**config.mk**
```make
export PLATFORM = sky130hd
export DESIGN_NAME = adc_ctl_top
export DESIGN_NICKNAME = d
export VERILOG_FILES = /design/src/rtl/adc_ctl_pkg.sv /design/src/rtl/adc_ctl_sync.sv /design/src/rtl/adc_ctl_decode.sv /design/src/rtl/adc_ctl_engine.sv /design/src/rtl/adc_ctl_bus.sv /design/src/rtl/adc_ctl_top.sv
export SDC_FILE = /design/constraint.sdc
export NUM_CORES = 1
export LEC_CHECK = 0
export BUFFER_PORTS_ARGS = -buffer_cell sky130_fd_sc_hd__buf_4
export CAP_MARGIN = 0
export CORE_MARGIN = 3
export CORE_UTILIZATION = 40
export DETAILED_ROUTE_END_ITERATION = 7
export PLACE_DENSITY_LB_ADDON = 0.3
export SYNTH_ARGS = -nofsm -noshare
export SYNTH_HDL_FRONTEND = slang
export SYNTH_SLANG_ARGS = --single-unit
```
**constraint.sdc**
```tcl
create_clock -name clk -period 2.26 [get_ports clk]
set_input_delay 0.226 -clock clk [delete_from_list [all_inputs] [get_ports clk]]
set_output_delay 0.226 -clock clk [all_outputs]
set_load 0.03 [all_outputs]
```
**src/rtl/adc_ctl_pkg.sv**
```systemverilog
package adc_ctl_pkg;
  typedef enum logic {
    MODE_ACQ  = 1'b0,
    MODE_CONV = 1'b1
  } mode_e;
endpackage

```
**src/rtl/adc_ctl_sync.sv**
```systemverilog
module adc_ctl_sync #(
  parameter int   STAGES  = 2,
  parameter logic RST_VAL = 1'b1
) (
  input  logic clk,
  input  logic rst,
  input  logic d,
  output logic q
);
  logic [STAGES-1:0] sh;

  generate
    if (STAGES == 1) begin : g_one
      always_ff @(posedge clk) begin
        if (rst) sh <= RST_VAL;
        else     sh <= d;
      end
    end else begin : g_chain
      always_ff @(posedge clk) begin
        if (rst) sh <= {STAGES{RST_VAL}};
        else     sh <= {sh[STAGES-2:0], d};
      end
    end
  endgenerate

  assign q = sh[STAGES-1];
endmodule

```
**src/rtl/adc_ctl_decode.sv**
```systemverilog
module adc_ctl_decode (
  input  logic clk,
  input  logic rst,
  input  logic cs_s,
  input  logic rc_s,
  input  logic converting,
  input  logic retrig_due,
  output logic start
);
  logic cs_prev;
  logic cs_fall;

  always_ff @(posedge clk) begin
    if (rst) cs_prev <= 1'b1;
    else     cs_prev <= cs_s;
  end

  assign cs_fall = cs_prev & ~cs_s;

  // a start needs an idle engine; a falling select with convert level, or
  // the end of the re-trigger window with both controls still low
  assign start = ~converting & ~rc_s & (cs_fall | (retrig_due & ~cs_s));
endmodule

```
**src/rtl/adc_ctl_engine.sv**
```systemverilog
module adc_ctl_engine #(
  parameter int W          = 16,
  parameter int CONV_CYC   = 330,
  parameter int RETRIG_CYC = 25,
  parameter int LEAD_CYC   = 4
) (
  input  logic         clk,
  input  logic         rst,
  input  logic         start,
  input  logic [W-1:0] sample,
  output logic         converting,
  output logic         busy,
  output logic         published,
  output logic         retrig_due,
  output logic [W-1:0] hold,
  output logic [W-1:0] result
);
  localparam int CW = $clog2(CONV_CYC + 1);
  localparam int RW = $clog2(RETRIG_CYC + 1);
  localparam logic [CW-1:0] CNT_LOAD = CW'(CONV_CYC - 1);
  localparam logic [CW-1:0] CNT_LEAD = CW'(LEAD_CYC);
  localparam logic [RW-1:0] RT_LOAD  = RW'(RETRIG_CYC - 1);

  logic [CW-1:0] cnt;
  logic [RW-1:0] rcnt;
  logic          armed;

  always_ff @(posedge clk) begin
    if (rst) begin
      converting <= 1'b0;
      busy       <= 1'b1;
      published  <= 1'b0;
      armed      <= 1'b0;
      cnt        <= '0;
      rcnt       <= '0;
      hold       <= '0;
      result     <= '0;
    end else if (start) begin
      converting <= 1'b1;
      busy       <= 1'b0;
      published  <= 1'b0;
      armed      <= 1'b0;
      cnt        <= CNT_LOAD;
      hold       <= sample;
    end else if (converting) begin
      if (cnt == CNT_LEAD) begin
        result    <= hold;
        published <= 1'b1;
      end
      if (cnt == '0) begin
        converting <= 1'b0;
        busy       <= 1'b1;
        armed      <= 1'b1;
        rcnt       <= RT_LOAD;
      end else begin
        cnt <= cnt - 1'b1;
      end
    end else if (armed) begin
      if (rcnt == '0) armed <= 1'b0;
      else            rcnt  <= rcnt - 1'b1;
    end
  end

  assign retrig_due = armed & (rcnt == '0);
endmodule

```
**src/rtl/adc_ctl_bus.sv**
```systemverilog
module adc_ctl_bus #(
  parameter int W = 16
) (
  input  logic         clk,
  input  logic         rst,
  input  logic         cs_s,
  input  logic         rc_s,
  input  logic         converting,
  input  logic         published,
  input  logic [W-1:0] result,
  output logic         data_oe,
  output logic [W-1:0] data_out
);
  logic oe_next;

  assign oe_next = ~cs_s & rc_s & (~converting | published);

  always_ff @(posedge clk) begin
    if (rst) begin
      data_oe  <= 1'b0;
      data_out <= '0;
    end else begin
      data_oe  <= oe_next;
      data_out <= result;
    end
  end
endmodule

```
**src/rtl/adc_ctl_top.sv**
```systemverilog
module adc_ctl_top #(
  parameter int W           = 16,
  parameter int CONV_CYC    = 330,
  parameter int RETRIG_CYC  = 25,
  parameter int LEAD_CYC    = 4,
  parameter int SYNC_STAGES = 2
) (
  input  logic         clk,
  input  logic         rst,
  input  logic         cs_n,
  input  logic         rc,
  input  logic [W-1:0] sample_in,
  output logic         busy,
  output logic [W-1:0] data_out,
  output logic         data_oe,
  output logic         mode
);
  logic         cs_s, rc_s;
  logic         start, converting, published, retrig_due;
  logic [W-1:0] hold_w, result_w;
  adc_ctl_pkg::mode_e mode_v;

  adc_ctl_sync #(.STAGES(SYNC_STAGES), .RST_VAL(1'b1)) u_sync_cs (
    .clk(clk), .rst(rst), .d(cs_n), .q(cs_s));
  adc_ctl_sync #(.STAGES(SYNC_STAGES), .RST_VAL(1'b1)) u_sync_rc (
    .clk(clk), .rst(rst), .d(rc), .q(rc_s));

  adc_ctl_decode u_decode (
    .clk(clk), .rst(rst), .cs_s(cs_s), .rc_s(rc_s),
    .converting(converting), .retrig_due(retrig_due), .start(start));

  adc_ctl_engine #(
    .W(W), .CONV_CYC(CONV_CYC), .RETRIG_CYC(RETRIG_CYC), .LEAD_CYC(LEAD_CYC)
  ) u_engine (
    .clk(clk), .rst(rst), .start(start), .sample(sample_in),
    .converting(converting), .busy(busy), .published(published),
    .retrig_due(retrig_due), .hold(hold_w), .result(result_w));

  adc_ctl_bus #(.W(W)) u_bus (
    .clk(clk), .rst(rst), .cs_s(cs_s), .rc_s(rc_s),
    .converting(converting), .published(published), .result(result_w),
    .data_oe(data_oe), .data_out(data_out));

  assign mode_v = converting ? adc_ctl_pkg::MODE_CONV : adc_ctl_pkg::MODE_ACQ;
  assign mode   = mode_v;
endmodule

```
* Word-level counts from Yosys, hierarchy flattened *
Cells that the tools add are included.

storage, ports and cells
  bits in registers = 72
  latch bits = 0
  RAM bits = 0
  memory bits (read-only) = 0
  bits of input ports = 20
  output and inout port bits = 19
  word-level logic and storage cells = 63
  memories kept = 0

operators by class
  add/subtract/negate cells = 2
  multipliers = 0
  div/mod/pow operators = 0
  $lt $le $gt $ge = 0
  equal/unequal tests = 4
  shifts and indexed selects = 0
  mux-type cells = 17
  bitwise gates (word level) = 14
  reduce and logical (&&, ||, !) cells = 12

operator list
  operator               number
  $mux W9                3
  $mux W5                4
  $mux W1                10
  $eq A9 B3 Y1 const B   1
  $logic_not A9 Y1       1
  $sub A9 B1 Y9 const B  1
  $reduce_and A2 Y1      4
  $and A1 B1 Y1          7
  $reduce_bool A2 Y1     3
  $logic_not A5 Y1       1
  $not A1 Y1             5
  $sub A5 B1 Y5 const B  1
  $ne A2 B2 Y1 const B   2
  $reduce_and A4 Y1      1
  $reduce_and A3 Y1      1
  $ne A2 B1 Y1 const B   1
  $or A1 B1 Y1           2
  $reduce_or A2 Y1       1

* Longest topological paths before layout *
Gate-level depths: netlist (run 1).

  depth after elaboration = 7
  mapped depth = 8
  mapped depth without buffers = 6

* Hierarchy *
From an unflattened synthesis (run 1), not the netlist that was laid out.

second synthesis, totals
  cell total of the unflattened synthesis = 272
  area total of the unflattened synthesis = 2720.1 sq um

modules (own cells, without submodules)
  module          instances  cells each  area an instance (sq um)  sequential area each (sq um)
  adc_ctl_engine  1          224         2084.5                    1001.0
  adc_ctl_bus     1          36          488.0                     340.3
  adc_ctl_sync    2          4           52.6                      40.0
  adc_ctl_decode  1          4           42.5                      20.0

* Worst setup path before layout (run 1) *
No wires, ideal clock.

  kind = reg2reg
  from = register u_engine.converting
  to = register u_engine.cnt[7]
  setup time = 0.072 ns
  arrival = 1.965 ns
  data required time = 2.188 ns
  setup slack = 0.223 ns
  cell stages (with the launch flop) = 5
  path buffers = 0
  clock period less this slack = 2.037 ns
  cells stage by stage = dfxtp_1 > or4b_4 > a211o_1 > or4b_1 > a21oi_1

on the way
  cells in the longest elaborated chain, start to end = 4
  elaborated cells on any way between the ends = 5
  classes of those cells = 3 x bitwise; 2 x reduce/logical

ends and longest elaborated chain
  what                               line                  text
  from (decl)                        adc_ctl_engine.sv:11  output logic converting,
  from (signal assigned)             adc_ctl_engine.sv:30  converting <= 1'b0;
  from (signal assigned)             adc_ctl_engine.sv:39  converting <= 1'b1;
  from (signal assigned)             adc_ctl_engine.sv:51  converting <= 1'b0;
  $not A1 Y1                         adc_ctl_decode.sv:22  assign start = ~converting & ~rc_s & (cs_fall | (retrig_due & ~cs_s));
  $and A1 B1 Y1 (2 in a row)         adc_ctl_decode.sv:22
  $reduce_or A2 Y1 (no source line)  -
  to (signal assigned)               adc_ctl_engine.sv:56  cnt <= cnt - 1'b1;
  to (decl)                          adc_ctl_engine.sv:24  logic [CW-1:0] cnt;

Several ways; a longest one is shown, not always the timed one.
A chain may end at the register's enable or synchronous reset.

* Worst setup path after layout (run 1) *
  from = register u_engine.cnt[4]
  to = register u_engine.result[1]

on the way
  cells in the longest elaborated chain, start to end = 2

ends and longest elaborated chain
  what                                line                  text
  $eq A9 B3 Y1                        adc_ctl_engine.sv:46  if (cnt == CNT_LEAD) begin
  $reduce_and A3 Y1 (no source line)  -
  to (signal assigned)                adc_ctl_engine.sv:47  result <= hold;
  to (decl)                           adc_ctl_engine.sv:16  output logic [W-1:0] result

No other way between the ends.

==> metrics.csv, run 1 <==
metric;value;unit
Power Dens Cells;781;nW/um2
Slew headroom;51.3;%
Tot GR Track Use;13.4;%
measured slew at the worst slew-check pin;724;ps
filler cell count;553;
TritonRoute pass-1 iters;4;
Cells after Synth;244;
synth top area cells;dfxtp_1, mux2i_1, nor2b_1;
Slew Limit Fails;0;
most common cell in the netlist;dfxtp_1;
unique cell type count in the Yosys netlist;41;
Max-Cap Viols;0;
Max rail drop VDD;0.000473;V
hold_buf cts;0;
Logic pwr share;2.7;%
Hold Slack;68.7;ps
Initial Util;42.3;%
Routed Antenna Nets;0;
root buf cell;clkbuf_8;
Max Root-Sink Buffers;2;
Final GP Congestion;0.827;
Place WS;269;ps
Worst-Skew Late Latency;340;ps
Crit path arrival time;2320;ps
total gr overflow;0;
Area growth syn-to-layout;24.0;%
area of the multi-input gates;1070;um2
Commonest cells post-synth;dfxtp_1, nor2_1, mux2i_1;
WL per Instance;12.7;um
CTS tree;built;
Sw Pwr;0.491;mW
Final Worst Setup Slack;230;ps
asr flop ratio synth;0;%
buffer count from post-CTS setup fixing;0;
Post-Place Cell Area;2950;um2
vias in the first global route;1726;
1st-iter DRT viols;64;
period utilization;89.8;%
Startpoint Class;flip-flop;
design area;3180;um2
Die X;86.1;um
Synth area leader;dfxtp_1;
crit end category;flip-flop;
first-pass GRT wire length;7800;um
Final Hold Vio Count;0;
Antenna diodes;0;
RSZ-0062 raised after global routing;no;
Die Span Y;86.1;um
Worst Setup Path Type;flip-flop to flip-flop;
syn_area_per_cell;10.5;um2
Synth Net Count;267;
Synth Register Bits;72;
cts bufs inserted;9;
clock sink total;72;
die area;7410;um2
Hold Crit Class;input port to flip-flop;
Final Setup Violations;0;
Core Area;6060;um2
initial antenna violation count;0;
number of flops mapped to enable cells by yosys;0;
Max Clock Freq;493;MHz
level count of the clock H-tree;3;
Net Sw Frac;19.8;%
storage element area;1440;um2
fin crit period;2030;ps
Required @ worst endpoint;2540;ps
status;finished clean;
Post-CTS Resized;0;
Max FO, Critical Path;18;
Final Net Count;308;
# DRC;0;
layout cells sized above 1;22.8;%
skew final;9.40;ps
HPWL Detailed;2980;um
row cnt;28;
Port Buf Inserts;38;
vias per cell;5.02;
post-detailed-routing wire length;4640;um
top cell type's share of synthesized area;56.2;%
Clock power frac;45.8;%
cell area after synthesis;2560;um2
Setup Total Neg Slack;0;ps
Seq pwr share;51.5;%
register area share after synthesis;56.2;%
post-layout util;52.5;%
P_leak;1.43;nW
clock slew at reported path FFs;70;ps
largest net degree at the start of global routing;63;
Top FF cell, synth;dfxtp_1;
Synthesis Warnings;0;
Int Power;1.99;mW
vias;1834;
I/O pin count;39;
[metal layers]
layer	global-route usage (%)	up-vias	wire length, um
met2	19.8	33	2090
met4	6.91	0	62
met3	5.09	4	237
li1	-	928	-
met1	16.9	869	2250
met5	0	-	0
[critical path: stages (launching register included)]
cell and delay, ps:
dfxtp_1 380, nor4_1 660, nand4_1 170, buf_4 270, nor2_1 290, o22a_1 200
[layout make-up]
class	instances	share of cell area, %
clock buffer	12	4.88
clock inverter	4	2.40
inverter	7	0.826
tap	75	2.95
timing repair buffer	41	10.1
multi-input combinational	154	33.5
sequential	72	45.3
[final timing paths]
check / from / to / slack (ps) / depth (start not counted)
hold reg to reg: u_sync_rc.sh[0]$_SDFF_PP1_ / u_sync_rc.sh[1]$_SDFF_PP1_ / 410 / 1
hold / removal: rc / u_sync_rc.sh[0]$_SDFF_PP1_ / 70 / 2
setup reg to reg: u_engine.cnt[4]$_SDFFE_PP0P_ / u_engine.result[1]$_SDFFE_PP0P_ / 230 / 5
setup / recovery: u_engine.cnt[4]$_SDFFE_PP0P_ / u_engine.result[1]$_SDFFE_PP0P_ / 230 / 5
[power by group through the flow]
stage / Clock, mW / Sequential (mW) / Combinational [mW]
after floorplan: 0 / 1.31 / 0.0301
after CTS: 1.16 / 1.28 / 0.0665
after global placement: 0 / 1.31 / 0.0656
after global routing: 1.23 / 1.28 / 0.0721
final: 1.14 / 1.28 / 0.0661
after detailed placement: 0 / 1.31 / 0.0665
[metrics by stage]
stage	cells	total power, mW
finish	365	2.48
global route	365	2.58
CTS	365	2.51
detailed placement	349	1.38
global placement	349	1.37
floorplan	244	1.34
[registers in the layout (all words and copies together), names as in the netlist, 2 cells and up]
name / cells
u_bus.data_out: 16
u_engine.hold: 16
u_engine.result: 16
u_engine.cnt: 9
u_engine.rcnt: 5
u_sync_cs.sh: 2
u_sync_rc.sh: 2
[logic make-up (layout without fill, tap and decap cells)]
family / after synthesis / in the layout / synth area share, %
fa+ha+maj: 3 / 3 / 1.46
mux: 27 / 27 / 10.5
simple gates: 86 / 86 / 18.5
compound gates: 34 / 34 / 9.13
flops: 72 / 72 / 56.2
xor+xnor: 4 / 4 / 1.37
buf+inv: 18 / 64 / 2.78
[cell usage in the layout, fill, tap and decap left out, types with 4 or more instances in the layout]
master,count
clkbuf_8,11
inv_1,7
o22a_1,5
nor2b_1,20
nand2_1,4
nand2b_1,4
dfxtp_1,72
buf_4,40
or2_2,5
a21oi_1,11
nor2_1,31
mux2i_1,27
Power figures use the tool's default switching activity.
==> inputs of run 2 (changes only) <==
--- a/config.mk
+++ b/config.mk
@@ -7,10 +7,12 @@
 export LEC_CHECK = 0
 export BUFFER_PORTS_ARGS = -buffer_cell sky130_fd_sc_hd__buf_4
 export CAP_MARGIN = 0
+export CELL_PAD_IN_SITES_DETAIL_PLACEMENT = 1
+export CELL_PAD_IN_SITES_GLOBAL_PLACEMENT = 1
 export CORE_MARGIN = 3
 export CORE_UTILIZATION = 40
 export DETAILED_ROUTE_END_ITERATION = 7
-export PLACE_DENSITY_LB_ADDON = 0.3
+export PLACE_DENSITY_LB_ADDON = 0.1
 export SYNTH_ARGS = -nofsm -noshare
 export SYNTH_HDL_FRONTEND = slang
 export SYNTH_SLANG_ARGS = --single-unit
==> run 2 against run 1 <==
Sequential share of layout area up 0.61 points. Cell area down 1.3%. First-iteration DRC count up 11%. Setup slack better by 75 ps. Clock power down 22%. Register-to-register slack better by 80 ps. Via count up 0.22%. Sequential power about the same. Combinational power about the same. Wire length up 7.8%. Die area unchanged. Critical path type unchanged.
==> metrics.csv, run 2 (synthesized netlist as in run 1, its figures left out) <==
metric;value;unit;change
Die Span Y;86.1;um;unchanged
WL per Instance;13.6;um;+7.2%
Hold Slack;72.7;ps;+3.95 ps
Worst-Skew Late Latency;330;ps;about the same
Startpoint Class;flip-flop;;
most frequent cells in the layout;dfxtp_1, buf_4, nor2_1;;
skew final;5.76;ps;-3.64 ps
Port Buf Inserts;38;;unchanged
HPWL Detailed;3240;um;+8.5%
Final Net Count;310;;+0.65%
Net Sw Frac;22.6;%;+2.9 points
total gr overflow;0;;unchanged
clock slew at reported path FFs;70;ps;about the same
Max Clock Freq;511;MHz;+3.8%
Initial Util;42.3;%;unchanged
vias per cell;5.01;;-0.33%
clock sink total;72;;unchanged
Max FO, Critical Path;7;;-11
Final Setup Violations;0;;unchanged
top flop regs;u_bus.data_out: 16 flops, u_engine.hold: 16 flops, u_engine.result: 16 flops;;
P_leak;1.41;nW;-1.5%
most common cell after layout, fill and taps aside;dfxtp_1;;
Max-Cap Viols;0;;unchanged
Die X;86.1;um;unchanged
Logic pwr share;3.0;%;+0.3 points
Non-Filler Instances;367;;+0.55%
Antenna diodes;0;;unchanged
I/O pin count;39;;unchanged
Core Area;6060;um2;unchanged
fin crit period;1960;ps;-75.1 ps
Seq pwr share;57.1;%;+5.6 points
layout cells sized above 1;23.3;%;+0.53 points
Routed Antenna Nets;0;;unchanged
buffer count from post-CTS setup fixing;0;;unchanged
Power Dens Cells;714;nW/um2;-8.6%
root buf cell;clkbuf_8;;
RSZ-0062 raised after global routing;no;;
Max Root-Sink Buffers;2;;unchanged
measured slew at the worst slew-check pin;624;ps;-99.6 ps
cts bufs inserted;9;;unchanged
post-detailed-routing wire length;5000;um;+7.8%
die area;7410;um2;unchanged
row cnt;28;;unchanged
level count of the clock H-tree;3;;unchanged
1st-iter DRT viols;71;;+11%
# DRC;0;;unchanged
Hold Crit Class;input port to flip-flop;;
filler cell count;672;;+22%
Area growth syn-to-layout;22.4;%;
placed cells;351;;+0.57%
vias;1838;;+0.22%
Clock power frac;39.9;%;-5.9 points
status;finished clean;;
Tot GR Track Use;15.1;%;+1.8 points
largest net degree at the start of global routing;63;;unchanged
Final Hold Vio Count;0;;unchanged
TritonRoute pass-1 iters;4;;unchanged
crit end category;flip-flop;;
Int Power;1.73;mW;-13%
Max rail drop VDD;0.000357;V;-24%
Slew Limit Fails;0;;unchanged
Required @ worst endpoint;2520;ps;-20 ps
Worst Setup Path Type;flip-flop to flip-flop;;
Final GP Congestion;0.748;;-9.5%
vias in the first global route;1865;;+8.1%
initial antenna violation count;0;;unchanged
Sw Pwr;0.507;mW;+3.2%
CTS tree;built;;
Setup Total Neg Slack;0;ps;unchanged
hold_buf cts;0;;unchanged
period utilization;86.5;%;-3.3 points
Slew headroom;57.8;%;+6.5 points
first-pass GRT wire length;8780;um;+13%
Crit path arrival time;2220;ps;-100 ps
Post-CTS Resized;0;;unchanged
run 2: worst max-delay path: stages, from the launching register on:
cell     delay [ps]
dfxtp_1         380
or4b_4          510
a211o_1         340
or4b_1          510
a21oi_1         150
run 2: final cells by class:
class                           count  area [um2]  share of cell area [%]
Inverter                            7        26.3                   0.838
Tap cell                           75        93.8                    2.99
Clock buffer                       11         141                    4.51
Clock inverter                      5        32.5                    1.04
Timing Repair Buffer               43         335                    10.7
Sequential cell                    72        1440                    46.0
Multi-Input combinational cell    154        1070                    34.0
run 2: power by group through the flow:
| stage | registers (mW) | logic [mW] | clock network (mW) |
|---|---|---|---|
| 4_1_cts | 1.28 | 0.0680 | 0.932 |
| 3_5_place_dp | 1.31 | 0.0679 | 0 |
| 6_report | 1.28 | 0.0663 | 0.894 |
| 5_1_grt | 1.28 | 0.0737 | 0.986 |
| 2_1_floorplan | 1.31 | 0.0301 | 0 |
| 3_3_place_gp | 1.31 | 0.0671 | 0 |
run 2: layer usage:
layer / track usage, % / wire [um] / share of wire [%]
met1: 19.0 / 2350 / 47
met2: 23.7 / 2370 / 47
met5: 0 / 0 / 0
met4: 8.63 / 117 / 2.3
met3: 3.75 / 162 / 3.2
run 2: path summary, 6_finish.rpt:
check | slack [ps] | cells after the start | startpoint | endpoint
hold reg to reg | 420 | 1 | u_sync_rc.sh[0]$_SDFF_PP1_ | u_sync_rc.sh[1]$_SDFF_PP1_
setup reg to reg | 300 | 4 | u_engine.cnt[2]$_SDFFE_PP0P_ | u_engine.cnt[7]$_SDFFE_PP0P_
setup / recovery | 300 | 4 | u_engine.cnt[2]$_SDFFE_PP0P_ | u_engine.cnt[7]$_SDFFE_PP0P_
hold / removal | 70 | 2 | cs_n | u_sync_cs.sh[0]$_SDFF_PP1_
run 2: stage by stage:
step,setup WS (ps),power (mW),instance area [um2],utilization [%]
after floorplan,223,1.34,2560,-
after global placement,363,1.38,2960,48.9
after detailed placement,338,1.38,2960,48.9
after CTS,321,2.28,3140,51.8
after global routing,170,2.34,3140,51.8
final,305,2.24,3140,51.8
==> inputs of run 3 (changes only) <==
--- a/config.mk
+++ b/config.mk
@@ -13,6 +13,8 @@
 export CORE_UTILIZATION = 40
 export DETAILED_ROUTE_END_ITERATION = 7
 export PLACE_DENSITY_LB_ADDON = 0.1
+export SETUP_SLACK_MARGIN = 0.5
 export SYNTH_ARGS = -nofsm -noshare
 export SYNTH_HDL_FRONTEND = slang
 export SYNTH_SLANG_ARGS = --single-unit
+export TNS_END_PERCENT = 10
==> run 3 against run 2 <==
Power up 6.3%. Worst hold slack about the same. Sequential power about the same. Largest power group unchanged. Fmax up 0.34%. Clock skew up 2.0 ps. Largest cell class unchanged. Global-route usage up 0.73 points. Register-to-register slack about the same. Core utilization up 3.1 points. Setup slack better by 6.7 ps.
==> metrics.csv, run 3 (synthesized netlist as in run 1, its figures left out) <==
metric;value;unit;change
post-layout util;54.8;%;+3.1 points
placed cells;348;;-0.85%
Crit path arrival time;2160;ps;-60 ps
clock sink total;72;;unchanged
HPWL Detailed;3540;um;+9.5%
post-detailed-routing wire length;5910;um;+18%
Port Buf Inserts;38;;unchanged
top flop regs;u_bus.data_out: 16 flops, u_engine.hold: 16 flops, u_engine.result: 16 flops;;
cts bufs inserted;9;;unchanged
RSZ-0062 raised after global routing;yes;;
vias per cell;5.11;;+2.0%
Final Hold Vio Count;0;;unchanged
most frequent cells in the layout;dfxtp_1, buf_4, nor2_1;;
Post-Place Cell Area;2960;um2;-0.21%
Power Dens Cells;717;nW/um2;+0.35%
slowest CP cell;or4b_4;;
filler cell count;675;;+0.45%
Final GP Congestion;0.785;;+4.9%
# DRC;0;;unchanged
Routed Antenna Nets;0;;unchanged
largest net degree at the start of global routing;63;;unchanged
Initial Util;42.3;%;unchanged
1st-iter DRT viols;66;;-7.0%
Die X;86.1;um;unchanged
Final Setup Violations;0;;unchanged
Die Span Y;86.1;um;unchanged
vias in the first global route;1909;;+2.4%
Hold Crit Class;input port to flip-flop;;
die area;7410;um2;unchanged
Max rail drop VDD;0.000454;V;+27%
WL per Instance;15.7;um;+15%
status;finished clean;;
fin crit period;1950;ps;-6.71 ps
crit end category;flip-flop;;
Setup Total Neg Slack;0;ps;unchanged
Non-Filler Instances;377;;+2.7%
design area;3320;um2;+5.9%
TritonRoute pass-1 iters;4;;unchanged
P_leak;1.50;nW;+6.8%
largest incremental delay on the critical path;550;ps;+40 ps
Place WS;197;ps;-141 ps
Required @ worst endpoint;2470;ps;-50 ps
Core Area;6060;um2;unchanged
Tot GR Track Use;15.9;%;+0.73 points
root buf cell;clkbuf_8;;
Max-Cap Viols;0;;unchanged
Worst-Skew Late Latency;340;ps;about the same
total gr overflow;0;;unchanged
layout cells sized above 1;30.8;%;+7.5 points
Area growth syn-to-layout;29.6;%;
Max FO, Critical Path;5;;-2
first-pass GRT wire length;9050;um;+3.0%
Cell Chain, Critical Path;or4b_4 -> a211o_4 -> buf_4 -> o41ai_1 -> a21oi_2;;
area of the multi-input gates;1120;um2;+5.4%
Final Net Count;320;;+3.2%
most common cell after layout, fill and taps aside;dfxtp_1;;
Max Clock Freq;513;MHz;+0.34%
Antenna diodes;0;;unchanged
Slew headroom;59.2;%;+1.4 points
Slew Limit Fails;0;;unchanged
Hold Slack;72.8;ps;+0.164 ps
I/O pin count;39;;unchanged
Final Worst Setup Slack;312;ps;+6.71 ps
skew final;7.75;ps;+1.99 ps
Startpoint Class;flip-flop;;
total design power;2.38;mW;+6.3%
initial antenna violation count;0;;unchanged
CTS tree;built;;
period utilization;86.2;%;-0.30 points
storage element area;1460;um2;+1.0%
row cnt;28;;unchanged
clock slew at reported path FFs;80;ps;about the same
Worst Setup Path Type;flip-flop to flip-flop;;
Max Root-Sink Buffers;2;;unchanged
vias;1925;;+4.7%
level count of the clock H-tree;3;;unchanged
measured slew at the worst slew-check pin;611;ps;-12.8 ps
==> run 3: worst paths after layout <==
check	cells after the start	start	slack, ps	endpoint
setup / recovery	5	u_engine.cnt[0]$_SDFFE_PP0P_	310	u_engine.cnt[7]$_SDFFE_PP0P_
hold / removal	2	cs_n	70	u_sync_cs.sh[0]$_SDFF_PP1_
setup reg to reg	5	u_engine.cnt[0]$_SDFFE_PP0P_	310	u_engine.cnt[7]$_SDFFE_PP0P_
hold reg to reg	1	u_sync_cs.sh[0]$_SDFF_PP1_	420	u_sync_cs.sh[1]$_SDFF_PP1_
==> run 3: critical path, delay by kind of cell (launching register included) <==
kind	cells	cell delay, ps
compound gates	3	820
simple gates	1	550
flops	1	330
buf+inv	1	130
==> run 3: where the power goes <==
part           switching (mW)  internal [mW]  leakage [nW]
clock                   0.464          0.568         0.103
sequential            0.00514           1.27         0.585
combinational          0.0355         0.0351         0.816
==> run 3: layout make-up <==
| cell class | instances | share of cell area, % |
|---|---|---|
| clock inverter | 3 | 1.21 |
| tap | 75 | 2.82 |
| clock buffer | 13 | 4.78 |
| sequential | 72 | 43.8 |
| multi-input combinational | 154 | 33.8 |
| timing repair buffer | 53 | 12.7 |
| inverter | 7 | 0.791 |
==> run 3: repair_timing <==
item	4_1_cts	5_1_grt
resized for setup	8	11
endpoints found under the setup margin	45	42
hold buffers	0	0
setup buffers	5	8
pin swaps	7	6
==> run 3: routing by layer <==
layer | up-vias | GRT usage [%] | share of wire (%)
met1 | 939 | 19.7 | 45
met4 | 0 | 9.35 | 2.0
met5 | - | 0 | 0
met3 | 10 | 4.03 | 3.0
li1 | 952 | - | -
met2 | 24 | 24.8 | 50
